$ cat src/rtl/puf_stab_pkg.sv
package puf_stab_pkg;

  typedef struct packed {
    logic clearRun;   // accepted start: latch config, clear counts
    logic capture;    // response bit valid this cycle
    logic firstCap;   // capture is the first of the run
    logic divLoad;    // load divider with dividend selected by divSel
    logic divSel;     // 0: ones, 1: |ones - zeros|
    logic divStep;    // one restoring iteration
    logic storeFrac;  // divider holds the fraction quotient
    logic storeBias;  // divider holds the bias magnitude quotient
  } ctrl_strobe_t;

endpackage

$ cat src/rtl/puf_stab_ctrl.sv
module puf_stab_ctrl
  import puf_stab_pkg::*;
#(
  parameter int CNT_W = 17,
  parameter int DIV_W = 33
) (
  input  logic             clk,
  input  logic             rst_n,
  input  logic             startReq,
  input  logic [CNT_W-1:0] cfgReps,
  input  logic             pufReady,
  output logic             pufEnable,
  output logic             busy,
  output logic             done,
  output ctrl_strobe_t     strobe
);

  localparam int IT_W = $clog2(DIV_W + 1);
  localparam logic [IT_W-1:0] IT_LAST = IT_W'(DIV_W - 1);

  typedef enum logic [2:0] {
    S_IDLE, S_REQ, S_DIVF_LD, S_DIVF_RUN, S_DIVB_LD, S_DIVB_RUN, S_FIN, S_DONE
  } state_t;

  state_t           state, stateNxt;
  logic [CNT_W-1:0] repsLat, capCnt;
  logic [IT_W-1:0]  iter;
  logic             lastCap, iterLast, startOk;

  assign lastCap  = (capCnt == repsLat - CNT_W'(1));
  assign iterLast = (iter == IT_LAST);
  assign startOk  = startReq && (cfgReps != '0);

  always_comb begin
    stateNxt = state;
    strobe   = '0;
    case (state)
      S_IDLE: if (startOk) begin
        strobe.clearRun = 1'b1;
        stateNxt        = S_REQ;
      end
      S_REQ: if (pufReady) begin
        strobe.capture  = 1'b1;
        strobe.firstCap = (capCnt == '0);
        if (lastCap) stateNxt = S_DIVF_LD;
      end
      S_DIVF_LD: begin
        strobe.divLoad = 1'b1;
        stateNxt       = S_DIVF_RUN;
      end
      S_DIVF_RUN: begin
        strobe.divStep = 1'b1;
        if (iterLast) stateNxt = S_DIVB_LD;
      end
      S_DIVB_LD: begin
        strobe.storeFrac = 1'b1;
        strobe.divLoad   = 1'b1;
        strobe.divSel    = 1'b1;
        stateNxt         = S_DIVB_RUN;
      end
      S_DIVB_RUN: begin
        strobe.divStep = 1'b1;
        if (iterLast) stateNxt = S_FIN;
      end
      S_FIN: begin
        strobe.storeBias = 1'b1;
        stateNxt         = S_DONE;
      end
      default: stateNxt = S_IDLE;
    endcase
  end

  always_ff @(posedge clk) begin
    if (!rst_n) begin
      state   <= S_IDLE;
      repsLat <= '0;
      capCnt  <= '0;
      iter    <= '0;
    end else begin
      state <= stateNxt;
      if (strobe.clearRun) repsLat <= cfgReps;
      if (strobe.clearRun)                    capCnt <= '0;
      else if (strobe.capture && !lastCap)    capCnt <= capCnt + CNT_W'(1);
      if (strobe.divLoad)      iter <= '0;
      else if (strobe.divStep) iter <= iter + IT_W'(1);
    end
  end

  assign pufEnable = (state == S_REQ);
  assign busy      = (state != S_IDLE);
  assign done      = (state == S_DONE);

endmodule

$ cat src/rtl/puf_stab_dp.sv
module puf_stab_dp
  import puf_stab_pkg::*;
#(
  parameter int CHAL_W = 64,
  parameter int CNT_W  = 17,
  parameter int FRAC_W = 16
) (
  input  logic                          clk,
  input  logic                          rst_n,
  input  ctrl_strobe_t                  strobe,
  input  logic [CHAL_W-1:0]             cfgChallenge,
  input  logic                          pufResponse,
  output logic [CHAL_W-1:0]             pufChallenge,
  output logic [CNT_W-1:0]              onesCount,
  output logic [CNT_W-1:0]              zerosCount,
  output logic                          metastable,
  output logic [FRAC_W:0]               fracOnes,
  output logic signed [FRAC_W+1:0]      biasOut,
  output logic [FRAC_W:0]               noiseOut
);

  localparam int DIV_W  = CNT_W + FRAC_W;
  localparam int RES_W  = FRAC_W + 1;
  localparam int BIAS_W = FRAC_W + 2;
  localparam int PROD_W = 2 * RES_W;
  localparam logic [RES_W-1:0] ONE_FX = RES_W'(1) << FRAC_W;

  logic [CNT_W-1:0]  total, absDiff, rem, remNext;
  logic [DIV_W-1:0]  quot, dividend;
  logic [CNT_W:0]    remShift;
  logic              ge, negBias, firstBit;
  logic [RES_W-1:0]  quotRes, oneMinus, noiseCalc;
  logic [BIAS_W-1:0] mag;
  logic [PROD_W-1:0] prod;

  assign total    = onesCount + zerosCount;
  assign negBias  = zerosCount > onesCount;
  assign absDiff  = negBias ? (zerosCount - onesCount) : (onesCount - zerosCount);
  assign dividend = strobe.divSel ? {absDiff, {FRAC_W{1'b0}}}
                                  : {onesCount, {FRAC_W{1'b0}}};

  // restoring division: one quotient bit per step, MSB first
  assign remShift = {rem, quot[DIV_W-1]};
  assign ge       = remShift >= {1'b0, total};
  assign remNext  = CNT_W'(ge ? (remShift - {1'b0, total}) : remShift);

  assign quotRes   = RES_W'(quot);
  assign mag       = {1'b0, quotRes};
  assign oneMinus  = ONE_FX - fracOnes;
  assign prod      = {{RES_W{1'b0}}, fracOnes} * {{RES_W{1'b0}}, oneMinus};
  assign noiseCalc = RES_W'(prod >> (FRAC_W - 1));

  always_ff @(posedge clk) begin
    if (!rst_n) begin
      pufChallenge <= '0;
      onesCount    <= '0;
      zerosCount   <= '0;
      metastable   <= 1'b0;
      firstBit     <= 1'b0;
      rem          <= '0;
      quot         <= '0;
      fracOnes     <= '0;
      biasOut      <= '0;
      noiseOut     <= '0;
    end else begin
      if (strobe.clearRun) begin
        pufChallenge <= cfgChallenge;
        onesCount    <= '0;
        zerosCount   <= '0;
        metastable   <= 1'b0;
        fracOnes     <= '0;
        biasOut      <= '0;
        noiseOut     <= '0;
      end else if (strobe.capture) begin
        if (pufResponse) onesCount  <= onesCount + CNT_W'(1);
        else             zerosCount <= zerosCount + CNT_W'(1);
        if (strobe.firstCap)              firstBit   <= pufResponse;
        else if (pufResponse != firstBit) metastable <= 1'b1;
      end
      if (strobe.divLoad) begin
        rem  <= '0;
        quot <= dividend;
      end else if (strobe.divStep) begin
        rem  <= remNext;
        quot <= {quot[DIV_W-2:0], ge};
      end
      if (strobe.storeFrac) fracOnes <= quotRes;
      if (strobe.storeBias) begin
        biasOut  <= negBias ? (~mag + BIAS_W'(1)) : mag;
        noiseOut <= noiseCalc;
      end
    end
  end

endmodule

$ cat src/rtl/puf_stab_char.sv
module puf_stab_char
  import puf_stab_pkg::*;
#(
  parameter int CHAL_W = 64,
  parameter int CNT_W  = 17,
  parameter int FRAC_W = 16
) (
  input  logic                     clk,
  input  logic                     rst_n,
  input  logic                     startReq,
  input  logic [CHAL_W-1:0]        cfgChallenge,
  input  logic [CNT_W-1:0]         cfgReps,
  output logic                     busy,
  output logic                     done,
  output logic [CNT_W-1:0]         onesCount,
  output logic [CNT_W-1:0]         zerosCount,
  output logic                     metastable,
  output logic [FRAC_W:0]          fracOnes,
  output logic signed [FRAC_W+1:0] biasOut,
  output logic [FRAC_W:0]          noiseOut,
  output logic [CHAL_W-1:0]        pufChallenge,
  output logic                     pufEnable,
  input  logic                     pufReady,
  input  logic                     pufResponse
);

  localparam int DIV_W = CNT_W + FRAC_W;

  ctrl_strobe_t strobe;

  puf_stab_ctrl #(.CNT_W(CNT_W), .DIV_W(DIV_W)) u_ctrl (
    .clk(clk), .rst_n(rst_n), .startReq(startReq), .cfgReps(cfgReps),
    .pufReady(pufReady), .pufEnable(pufEnable), .busy(busy), .done(done),
    .strobe(strobe)
  );

  puf_stab_dp #(.CHAL_W(CHAL_W), .CNT_W(CNT_W), .FRAC_W(FRAC_W)) u_dp (
    .clk(clk), .rst_n(rst_n), .strobe(strobe), .cfgChallenge(cfgChallenge),
    .pufResponse(pufResponse), .pufChallenge(pufChallenge),
    .onesCount(onesCount), .zerosCount(zerosCount), .metastable(metastable),
    .fracOnes(fracOnes), .biasOut(biasOut), .noiseOut(noiseOut)
  );

endmodule

$ cat config.mk
export PLATFORM = sky130hd
export DESIGN_NAME = puf_stab_char
export DESIGN_NICKNAME = d
export VERILOG_FILES = /design/src/rtl/puf_stab_pkg.sv /design/src/rtl/puf_stab_ctrl.sv /design/src/rtl/puf_stab_dp.sv /design/src/rtl/puf_stab_char.sv
export SDC_FILE = /design/constraint.sdc
export NUM_CORES = 1
export LEC_CHECK = 0
export CORE_MARGIN = 4
export CORE_UTILIZATION = 30
export DETAILED_ROUTE_END_ITERATION = 8
export DONT_BUFFER_PORTS = 1
export SLEW_MARGIN = 10
export SYNTH_ARGS = -nofsm -noshare
export SYNTH_HDL_FRONTEND = slang
export SYNTH_SLANG_ARGS = --single-unit
$ cat constraint.sdc
create_clock -name clk -period 7.4 [get_ports clk]
set_input_delay 0.37 -clock clk [delete_from_list [all_inputs] [get_ports clk]]
set_output_delay 0.37 -clock clk [all_outputs]
set_load 0.005 [all_outputs]
# ---- Word level (Yosys, flattened, before mapping)
# Index checks and enable logic that the tools add are counted.
dict set report classes {
  n_addsub 11
  multipliers 1
  n_div 0
  order_cmp 2
  eq_ne 15
  n_shift 0
  n_mux 25
  bitwise 5
  reduce_logical 19
}
# cell n
set ops {}
lappend ops {{$mux W33} 3}
lappend ops {{$mux W17} 5}
lappend ops {{$mux W18} 3}
lappend ops {{$add A17 B1 Y17 const B} 3}
lappend ops {{$sub A17 B17 Y17} 3}
lappend ops {{$mul A17 B17 Y32} 1}
lappend ops {{$pmux W3 S7} 1}
lappend ops {{$add A18 B1 Y18 const B} 1}
lappend ops {{$ge A18 B17 Y1} 1}
lappend ops {{$not A17 Y18} 1}
lappend ops {{$add A17 B17 Y17} 1}
lappend ops {{$eq A17 B17 Y1} 1}
lappend ops {{$gt A17 B17 Y1} 1}
lappend ops {{$logic_not A17 Y1} 1}
lappend ops {{$reduce_bool A17 Y1} 1}
lappend ops {{$sub A17 B1 Y17 const B} 1}
lappend ops {{$sub A17 B17 Y17 const A} 1}
lappend ops {{$mux W3} 5}
lappend ops {{$eq A3 B3 Y1 const B} 4}
lappend ops {{$ne A2 B1 Y1 const B} 5}
lappend ops {{$reduce_or A2 Y1} 4}
lappend ops {{$add A6 B1 Y6 const B} 1}
lappend ops {{$eq A3 B2 Y1 const B} 2}
lappend ops {{$eq A6 B6 Y1 const B} 1}
lappend ops {{other kinds (13)} 27}
dict set report totals {
  regBits 245
  latchBits 0
  ramBits 0
  mem_bits_ro 0
  in_bits 86
  output_inout_bits 154
  word_cells 92
  mem_count 0
}

# ---- Longest topological paths before layout
# Gate-level depths: netlist of run 1.
dict set report depth {
  depth_word 6
  depth_mapped 35
  mapped_depth_nobuf 33
}

# ---- Cells and area by module
# A second synthesis of run 1 with hierarchy kept.
dict set report unflattened {
  hier_cells 2731
  hier_area_um2 23287.3
}
# mod n_inst cells_each area_each_um2 seq_area_each_um2
set modules_own_cells {}
lappend modules_own_cells {puf_stab_dp 1 2397 20628.5 4043.9}
lappend modules_own_cells {puf_stab_ctrl 1 334 2658.8 860.8}

# ---- Least setup slack after synthesis of run 1
# No wires, ideal clock.
dict set report synth_path {
  path_kind {reg-to-reg}
  startpoint {reg u_dp.fracOnes[0]}
  endpoint {reg u_dp.noiseOut[16]}
  t_arrival_ps 7787
  path_slack_ps -511
  path_stages_with_launch 33
  synth_period_minus_slack_ps 7911
  path_cell_list {dfxtp_1 -> inv_1 -> clkbuf_1 -> ha_1 -> nor3b_1 -> nor3b_1 -> nand2_1 -> nor3_1 -> nand2_1 -> nor3_1 -> nand2_1 -> xnor2_1 -> nand2_1 -> fa_1 -> fa_1 -> inv_1 -> fa_1 -> fa_1 -> fa_1 -> inv_1 -> fa_1 -> inv_1 -> ha_1 -> nand4_1 -> or3b_2 -> o211ai_1 -> o21ai_0 -> a21oi_1 -> a31o_2 -> o21a_1 -> nor2_1 -> xnor2_1 -> o21ai_0}
}
dict set report synth_between {
  elab_chain_len 3
}
# element line_no
set synth_lines {}
lappend synth_lines {{start, declared} puf_stab_dp.sv:17} ;# output logic [FRAC_W:0] fracOnes,
lappend synth_lines {{start signal, assigned} puf_stab_dp.sv:87} ;# if (strobe.storeFrac) fracOnes <= quotRes;
lappend synth_lines {{$sub A17 B17 Y17} puf_stab_dp.sv:49} ;# assign oneMinus = ONE_FX - fracOnes;
lappend synth_lines {{$mul A17 B17 Y32 (*)} puf_stab_dp.sv:50} ;# assign prod = {{RES_W{1'b0}}, fracOnes} * {{RES_W{1'b0}}, oneMinus};
lappend synth_lines {{$mux W17 (*)} puf_stab_dp.sv:88} ;# if (strobe.storeBias) begin
lappend synth_lines {{end signal, assigned} puf_stab_dp.sv:90} ;# noiseOut <= noiseCalc;
lappend synth_lines {{end, declared} puf_stab_dp.sv:19} ;# output logic [FRAC_W:0] noiseOut
# Every way passes the cells marked *; elsewhere a longest branch is shown, timed or not.
# A chain may end at the register's enable or synchronous reset.

# ---- Worst setup path in the final report of run 1
dict set report layout_path {
  startpoint {reg u_dp.fracOnes[1]}
  endpoint {reg u_dp.noiseOut[16]}
}
# The elaborated chain is that of the path after synthesis.

==> metrics.cfg, run 1 <==
[outcome]
status = completed

[global_route]
grt_pass1_vias = 18740
grt_pass1_wl_um = 103300
grt_start_max_net_pins = 99
overflow = 0
antenna_found_initial = 1
grtUsageTotal = 0.1599

[detailed_routing]
drtAntennaViolNets = 0
wl_um = 64690
drt_pass1_iterations = 5
wl_per_cell_um = 16.87
drt-vias-per-instance = 4.876
drc = 0
vias = 18690
initialDrtViolationCount = 1060

[critical_path]
ff2ff_setup_slack_ns = 0.09
crit_path_end_kind = register
start_kind = register
r2r-start = u_dp.fracOnes[1]
cp_slowest_cell = fa_1
path_class = reg -> reg
crit_fanout = 4
cpPeakStageDelay_ns = 0.54
crit_required_ns = 7.83
crit_path_frequent_cell = fa_1
worstPathArrival_ns = 7.74
reg2reg_depth = 34
reg2reg_to = u_dp.noiseOut[16]

[placed_design]
gp_congestion = 0.8730
port_buffers = 0
dp_slack_ns = -0.1858
dp.final_hpwl_um = 48680

[yosys]
synth.avg_cell_area_um2 = 8.159
syn_area_um2 = 22630
yosys_warnings = 0
ys_seq_area_frac = 0.2167
synth_cells = 2774
synthFlopType = dfxtp_1
synth_edf_count = 0
ys_ff_latch = 245
synthDistinctLibCells = 75
syn_nets = 3270
async_flop_share = 0

[layout]
finish.utilization = 0.3537
nNetsFinal = 3340
n_antenna_cell = 0
nFillCells = 7735
syn2layout_area_growth_pct = 16.55
layout-drive-gt1-share = 0.09005

[clock_tree]
insertion_delay_ns = 0.58
cts_buffer_depth = 3
root_buffer = clkbuf_16
cts_inserted_buffers = 29
clk_pin_slew_ns = 0.06
tritoncts = done
cts.sinks = 245
cts_max_level = 1

[timing]
fin_crit_sh = 0.9879
clock_skew_ns = 0.03903
rsz0062_at_grt = true
fmax_ghz = 0.1368
finalWorstSetupSlack_ns = 0.08976
worst_pin_slew_ns = 1.111
setup_violations = 0
final_hold_viol_count = 0
fin_crit_ns = 7.310
maxSlewHeadroom = 0.2568
slew_viol_final = 0

[floorplanning]
start_util = 0.3035
die_w_um = 282.7
io_pins = 240
dieArea_um2 = 79900
die_h_um = 282.7
core_um2 = 74570
row_count = 100

[power]
max-vdd-ir-drop_mv = 0.1709
p_switching_uw = 1134
comb_power_share = 0.204
clkPwrFrac = 0.396
p_per_area_nw_per_um2 = 139.1
p_leak_uw = 0.01122
seqPwrFrac = 0.400
p_sw_frac = 0.3091
p_int_uw = 2535

[min_path]
hp-start = pufResponse
hold_path_depth = 2
whs_endpoint = u_dp.zerosCount[1]
hp-class = in -> reg

[flow_run]
drv_cap = 0

how the worst max path moves through the flow:
stage	slack [ns]	start	end	cells past startpoint
6_report	0.09	u_dp.fracOnes[1]	u_dp.noiseOut[16]	34
4_1_cts	0.01	u_dp.fracOnes[1]	u_dp.noiseOut[16]	32
3_3_place_gp	-0.13	u_dp.fracOnes[0]	u_dp.noiseOut[16]	30
2_1_floorplan	0.009	u_dp.fracOnes[1]	u_dp.noiseOut[10]	33
5_1_grt	-0.31	u_dp.fracOnes[1]	u_dp.noiseOut[16]	34
3_5_place_dp	-0.19	u_dp.fracOnes[0]	u_dp.noiseOut[16]	30
stage by stage:
| step | cells | area, um^2 | hold WS, ns | total power (uW) | setup TNS, ns |
|---|---|---|---|---|---|
| floorplan | 2774 | 22690 | 0.4481 | 2035 | 0 |
| global placement | 3681 | 24050 | 0.4661 | 2200 | -0.4948 |
| detailed placement | 3681 | 24050 | 0.4704 | 2205 | -1.199 |
| CTS | 3825 | 26050 | 0.01187 | 3717 | 0 |
| global route | 3834 | 26380 | 0.03784 | 3864 | -1.984 |
| finish | 3834 | 26380 | 0.02817 | 3669 | 0 |
synthesized netlist by cell type, types with 9 or more instances:
cell type  instances  area (um^2)
a211oi_1          15        112.6
a21o_1            16        120.1
a21oi_1          230         1151
a222oi_1          14        140.1
a31oi_1           10        62.56
and2_1            22        137.6
and3_1            16        100.1
buf_2             11        55.05
clkbuf_1         143        536.8
dfxtp_1          245         4905
fa_1             225         4504
ha_1             185         2315
inv_1            361         1355
nand2_1          333         1250
nand2b_1         160         1001
nand3_1           72        360.4
nand4_1           21        131.4
nor2_1           209        784.5
nor2b_1           65        406.6
nor3_1            33        165.2
nor4_1            17        106.4
o211ai_1           9        67.56
o21ai_0           54        270.3
o21bai_1           9        67.56
o31ai_1           10        75.07
or3_1              9        56.30
xnor2_1          116         1016
xor2_1            37        324.1
per-layer routing:
layer / vias up / part of all wire / GRT usage
li1: 9037 / - / -
met1: 9102 / 0.44 / 0.2131
met2: 466 / 0.46 / 0.2598
met3: 88 / 0.077 / 0.04019
met4: 0 / 0.026 / 0.04219
met5: - / 0 / 0
logic make-up after synthesis:
family | share of synthesized area
XOR/XNOR | 0.05921
adder cells (fa/ha/maj) | 0.3013
multiplexers | 0.005031
AO/OA/AOI/OAI | 0.1159
flip-flops | 0.2167
AND/OR/NAND/NOR | 0.2138
buffers and inverters | 0.08806
repair_timing:
action	4_1_cts	5_1_grt
pin swaps	35	58
setup endpoints to repair	11	17
hold buffers	83	0
buffers inserted	9	12
gates resized for setup	30	64
hold endpoints to repair	87	0
worst max-delay path, delay by kind of cell, from the launching register on:
| family | cells | cell delay (ns) |
|---|---|---|
| compound gates | 6 | 0.69 |
| xor+xnor | 1 | 0.14 |
| flops | 1 | 0.36 |
| fa+ha+maj | 9 | 3.61 |
| buf+inv | 8 | 0.72 |
| simple gates | 10 | 1.64 |
cell usage in the layout (no fill, tap or decap), drive strengths merged, types with 10 or more instances in the layout:
cell / Yosys / final
o21ai: 56 / 56
nand3: 72 / 72
and3: 16 / 16
a21oi: 230 / 230
nand2b: 160 / 160
dlygate4sd3: 0 / 83
clkbuf: 144 / 45
and2: 22 / 22
nor3: 33 / 33
nand2: 333 / 333
xnor2: 116 / 116
xor2: 37 / 37
nor2: 209 / 209
o31ai: 10 / 10
inv: 362 / 365
ha: 185 / 185
nand4: 21 / 21
buf: 18 / 118
a21o: 16 / 16
nor2b: 65 / 65
fa: 225 / 225
dfxtp: 245 / 245
a31oi: 10 / 10
a222oi: 14 / 14
nor4: 21 / 21
a211oi: 17 / 17
registers in the layout, indices dropped and copies added, names as in the netlist:
signal	cells
u_ctrl.repsLat	17
u_dp.rem	17
u_ctrl.iter	6
u_dp.onesCount	17
u_dp.pufChallenge	64
u_dp.firstBit	1
u_dp.quot	33
u_dp.biasOut	18
u_dp.metastable	1
u_dp.zerosCount	17
u_ctrl.capCnt	17
u_ctrl.state	3
u_dp.fracOnes	17
u_dp.noiseOut	17
layout make-up:
cell class              instances  area [um^2]  area share
multi-input cells            2004        16150      0.6124
flip-flops and latches        245         4912      0.1862
repair buffers                201         1774     0.06726
inverters                     363         1370     0.05194
well taps                     969         1212     0.04596
clock buffers                  45        855.8     0.03244
clock inverters                 7        98.84    0.003747
power by group through the flow:
stage / Combinational, uW / Sequential (uW) / Clock (uW)
4_1_cts: 750 / 1470 / 1500
3_5_place_dp: 710 / 1500 / 0
5_1_grt: 834 / 1480 / 1550
2_1_floorplan: 579 / 1460 / 0
6_report: 748 / 1470 / 1450
3_3_place_gp: 705 / 1490 / 0
(Power assumes the default switching activity.)
==> run 2, diff against run 1 <==
CTS_BUF_LIST = sky130_fd_sc_hd__clkbuf_4 sky130_fd_sc_hd__clkbuf_8   (was default)
==> metrics.cfg, run 2 (synthesized netlist as in run 1, its figures left out) <==
[clock_tree]
cts.sinks = 245  ; unchanged
clk_pin_slew_ns = 0.06  ; about the same
insertion_delay_ns = 0.63  ; +0.05 ns
cts_max_level = 2  ; +1
tritoncts = done
root_buffer = clkbuf_8
cts_buffer_depth = 3  ; unchanged
cts_inserted_buffers = 45  ; +55%

[timing]
setup_violations = 0  ; unchanged
clock_skew_ns = 0.05495  ; +0.01592 ns
maxSlewHeadroom = 0.2514  ; -0.005392
fmax_ghz = 0.1381  ; +0.92%
slew_viol_final = 0  ; unchanged
final_hold_viol_count = 0  ; unchanged
tns_ns = 0  ; unchanged
rsz0062_at_grt = true
worst_pin_slew_ns = 1.119  ; +0.008060 ns
fin_crit_sh = 0.9789  ; -0.009017
fin_crit_ns = 7.244  ; -0.06672 ns
finalWorstSetupSlack_ns = 0.1565  ; +0.06672 ns

[layout]
nFillCells = 7734  ; -0.013%
n_antenna_cell = 0  ; unchanged
top_register = u_dp.pufChallenge
layout-drive-gt1-share = 0.1028  ; +0.01275
layout_common_cells = inv_1, nand2_1, dfxtp_1
nNetsFinal = 3351  ; +0.33%
final_common_cell = inv_1
largest_reg_flops = 64  ; unchanged
finish.utilization = 0.3533  ; -0.0004530
fin_area_um2 = 26340  ; -0.13%
syn2layout_area_growth_pct = 16.40
reg_top3 = u_dp.pufChallenge: 64 flops, u_dp.quot: 33 flops, u_dp.biasOut: 18 flops

[flow_run]
drv_cap = 0  ; unchanged

[critical_path]
crit_path_frequent_cell = fa_1
crit_required_ns = 7.88  ; +0.05 ns
worstPathArrival_ns = 7.73  ; about the same
crit_path_end_kind = register
start_kind = register
cpPeakStageDelay_ns = 0.56  ; +0.02 ns
cp_slowest_cell = fa_2
path_class = reg -> reg
crit_fanout = 4  ; unchanged

[detailed_routing]
vias = 18750  ; +0.29%
drt-vias-per-instance = 4.859  ; -0.34%
drtAntennaViolNets = 0  ; unchanged
wl_um = 65470  ; +1.2%
drc = 0  ; unchanged
drt_pass1_iterations = 6  ; +1
initialDrtViolationCount = 1210  ; +14%
wl_per_cell_um = 16.97  ; +0.57%

[global_route]
grt_pass1_wl_um = 104000  ; +0.71%
grt_pass1_vias = 18920  ; +0.97%
grt_start_max_net_pins = 99  ; unchanged
grtUsageTotal = 0.1620  ; +0.002041
antenna_found_initial = 1  ; unchanged
overflow = 0  ; unchanged

[floorplanning]
die_h_um = 282.7  ; unchanged
row_count = 100  ; unchanged
die_w_um = 282.7  ; unchanged
start_util = 0.3035  ; unchanged
core_um2 = 74570  ; unchanged
dieArea_um2 = 79900  ; unchanged
io_pins = 240  ; unchanged

[outcome]
status = completed

[placed_design]
gp_congestion = 0.8730  ; unchanged
place_area_um2 = 24050  ; unchanged
port_buffers = 0  ; unchanged
dp_slack_ns = -0.1858  ; unchanged
dp.final_hpwl_um = 48680  ; unchanged

[power]
max-vdd-ir-drop_mv = 0.1430  ; -16%
p_leak_uw = 0.01123  ; about the same
p_per_area_nw_per_um2 = 136.9  ; -1.6%

[min_path]
hp-class = in -> reg

## run 2: cell types whose count changed in the layout (fill, tap and decap cells not counted), sizes merged
cell / change
clkinvlp: +3
clkinv: +4
dlygate4sd3: +1
clkbuf: +26
buf: -6
inv: -2
bufinv: -2
## run 2: metrics by stage
| stage | power, uW | hold slack (ns) | cells |
|---|---|---|---|
| 5_1_grt | 3813 | 0.06453 | 3858 |
| 2_1_floorplan | 2035 | 0.4481 | 2774 |
| 4_1_cts | 3665 | 0.02518 | 3853 |
| 6_report | 3607 | 0.07520 | 3858 |
| 3_5_place_dp | 2205 | 0.4704 | 3681 |
| 3_3_place_gp | 2200 | 0.4661 | 3681 |
## run 2: power by group
part / switching, uW / total [uW] / internal (uW)
Combinational: 463 / 751 / 288
Sequential: 80.8 / 1470 / 1390
Clock: 630 / 1390 / 758
Total: 1170 / 3610 / 2430
## run 2: final cells by class
type | count | area [um^2] | share of cell area
multi-input combinational | 2004 | 16180 | 0.6141
clock inverter | 10 | 60.06 | 0.002280
tap | 969 | 1212 | 0.04602
sequential | 245 | 4913 | 0.1865
timing repair buffer | 196 | 1728 | 0.06559
inverter | 363 | 1370 | 0.05201
clock buffer | 71 | 883.3 | 0.03353
## run 2: final timing paths
path | cells past startpoint | slack, ns | end | from
setup / recovery | 33 | 0.16 | u_dp.noiseOut[16] | u_dp.fracOnes[1]
hold / removal | 4 | 0.08 | u_dp.zerosCount[4] | pufResponse
setup reg to reg | 33 | 0.16 | u_dp.noiseOut[16] | u_dp.fracOnes[1]
hold reg to reg | 2 | 0.47 | u_dp.pufChallenge[26] | u_dp.pufChallenge[26]
## run 2: per-layer routing
metal  up-vias  global-route usage  wire, um
met5         -                   0         0
met3        92             0.04911      5250
li1       9073                   -         -
met2       428              0.2610     30390
met1      9154              0.2112     28200
met4         0             0.04554      1631
## run 2: critical path, delay by kind of cell, from the launching register on
kind / cells / cell delay, ns
compound gates: 6 / 0.69
simple gates: 10 / 1.66
buf+inv: 7 / 0.60
fa+ha+maj: 9 / 3.70
xor+xnor: 1 / 0.14
flops: 1 / 0.36
## run 2: timing repair
action,4_1_cts,5_1_grt
hold endpoints to repair,90,0
resized for setup,19,80
setup endpoints to repair,10,17
buffers inserted,7,7
hold buffers,84,0
pin swaps,27,61
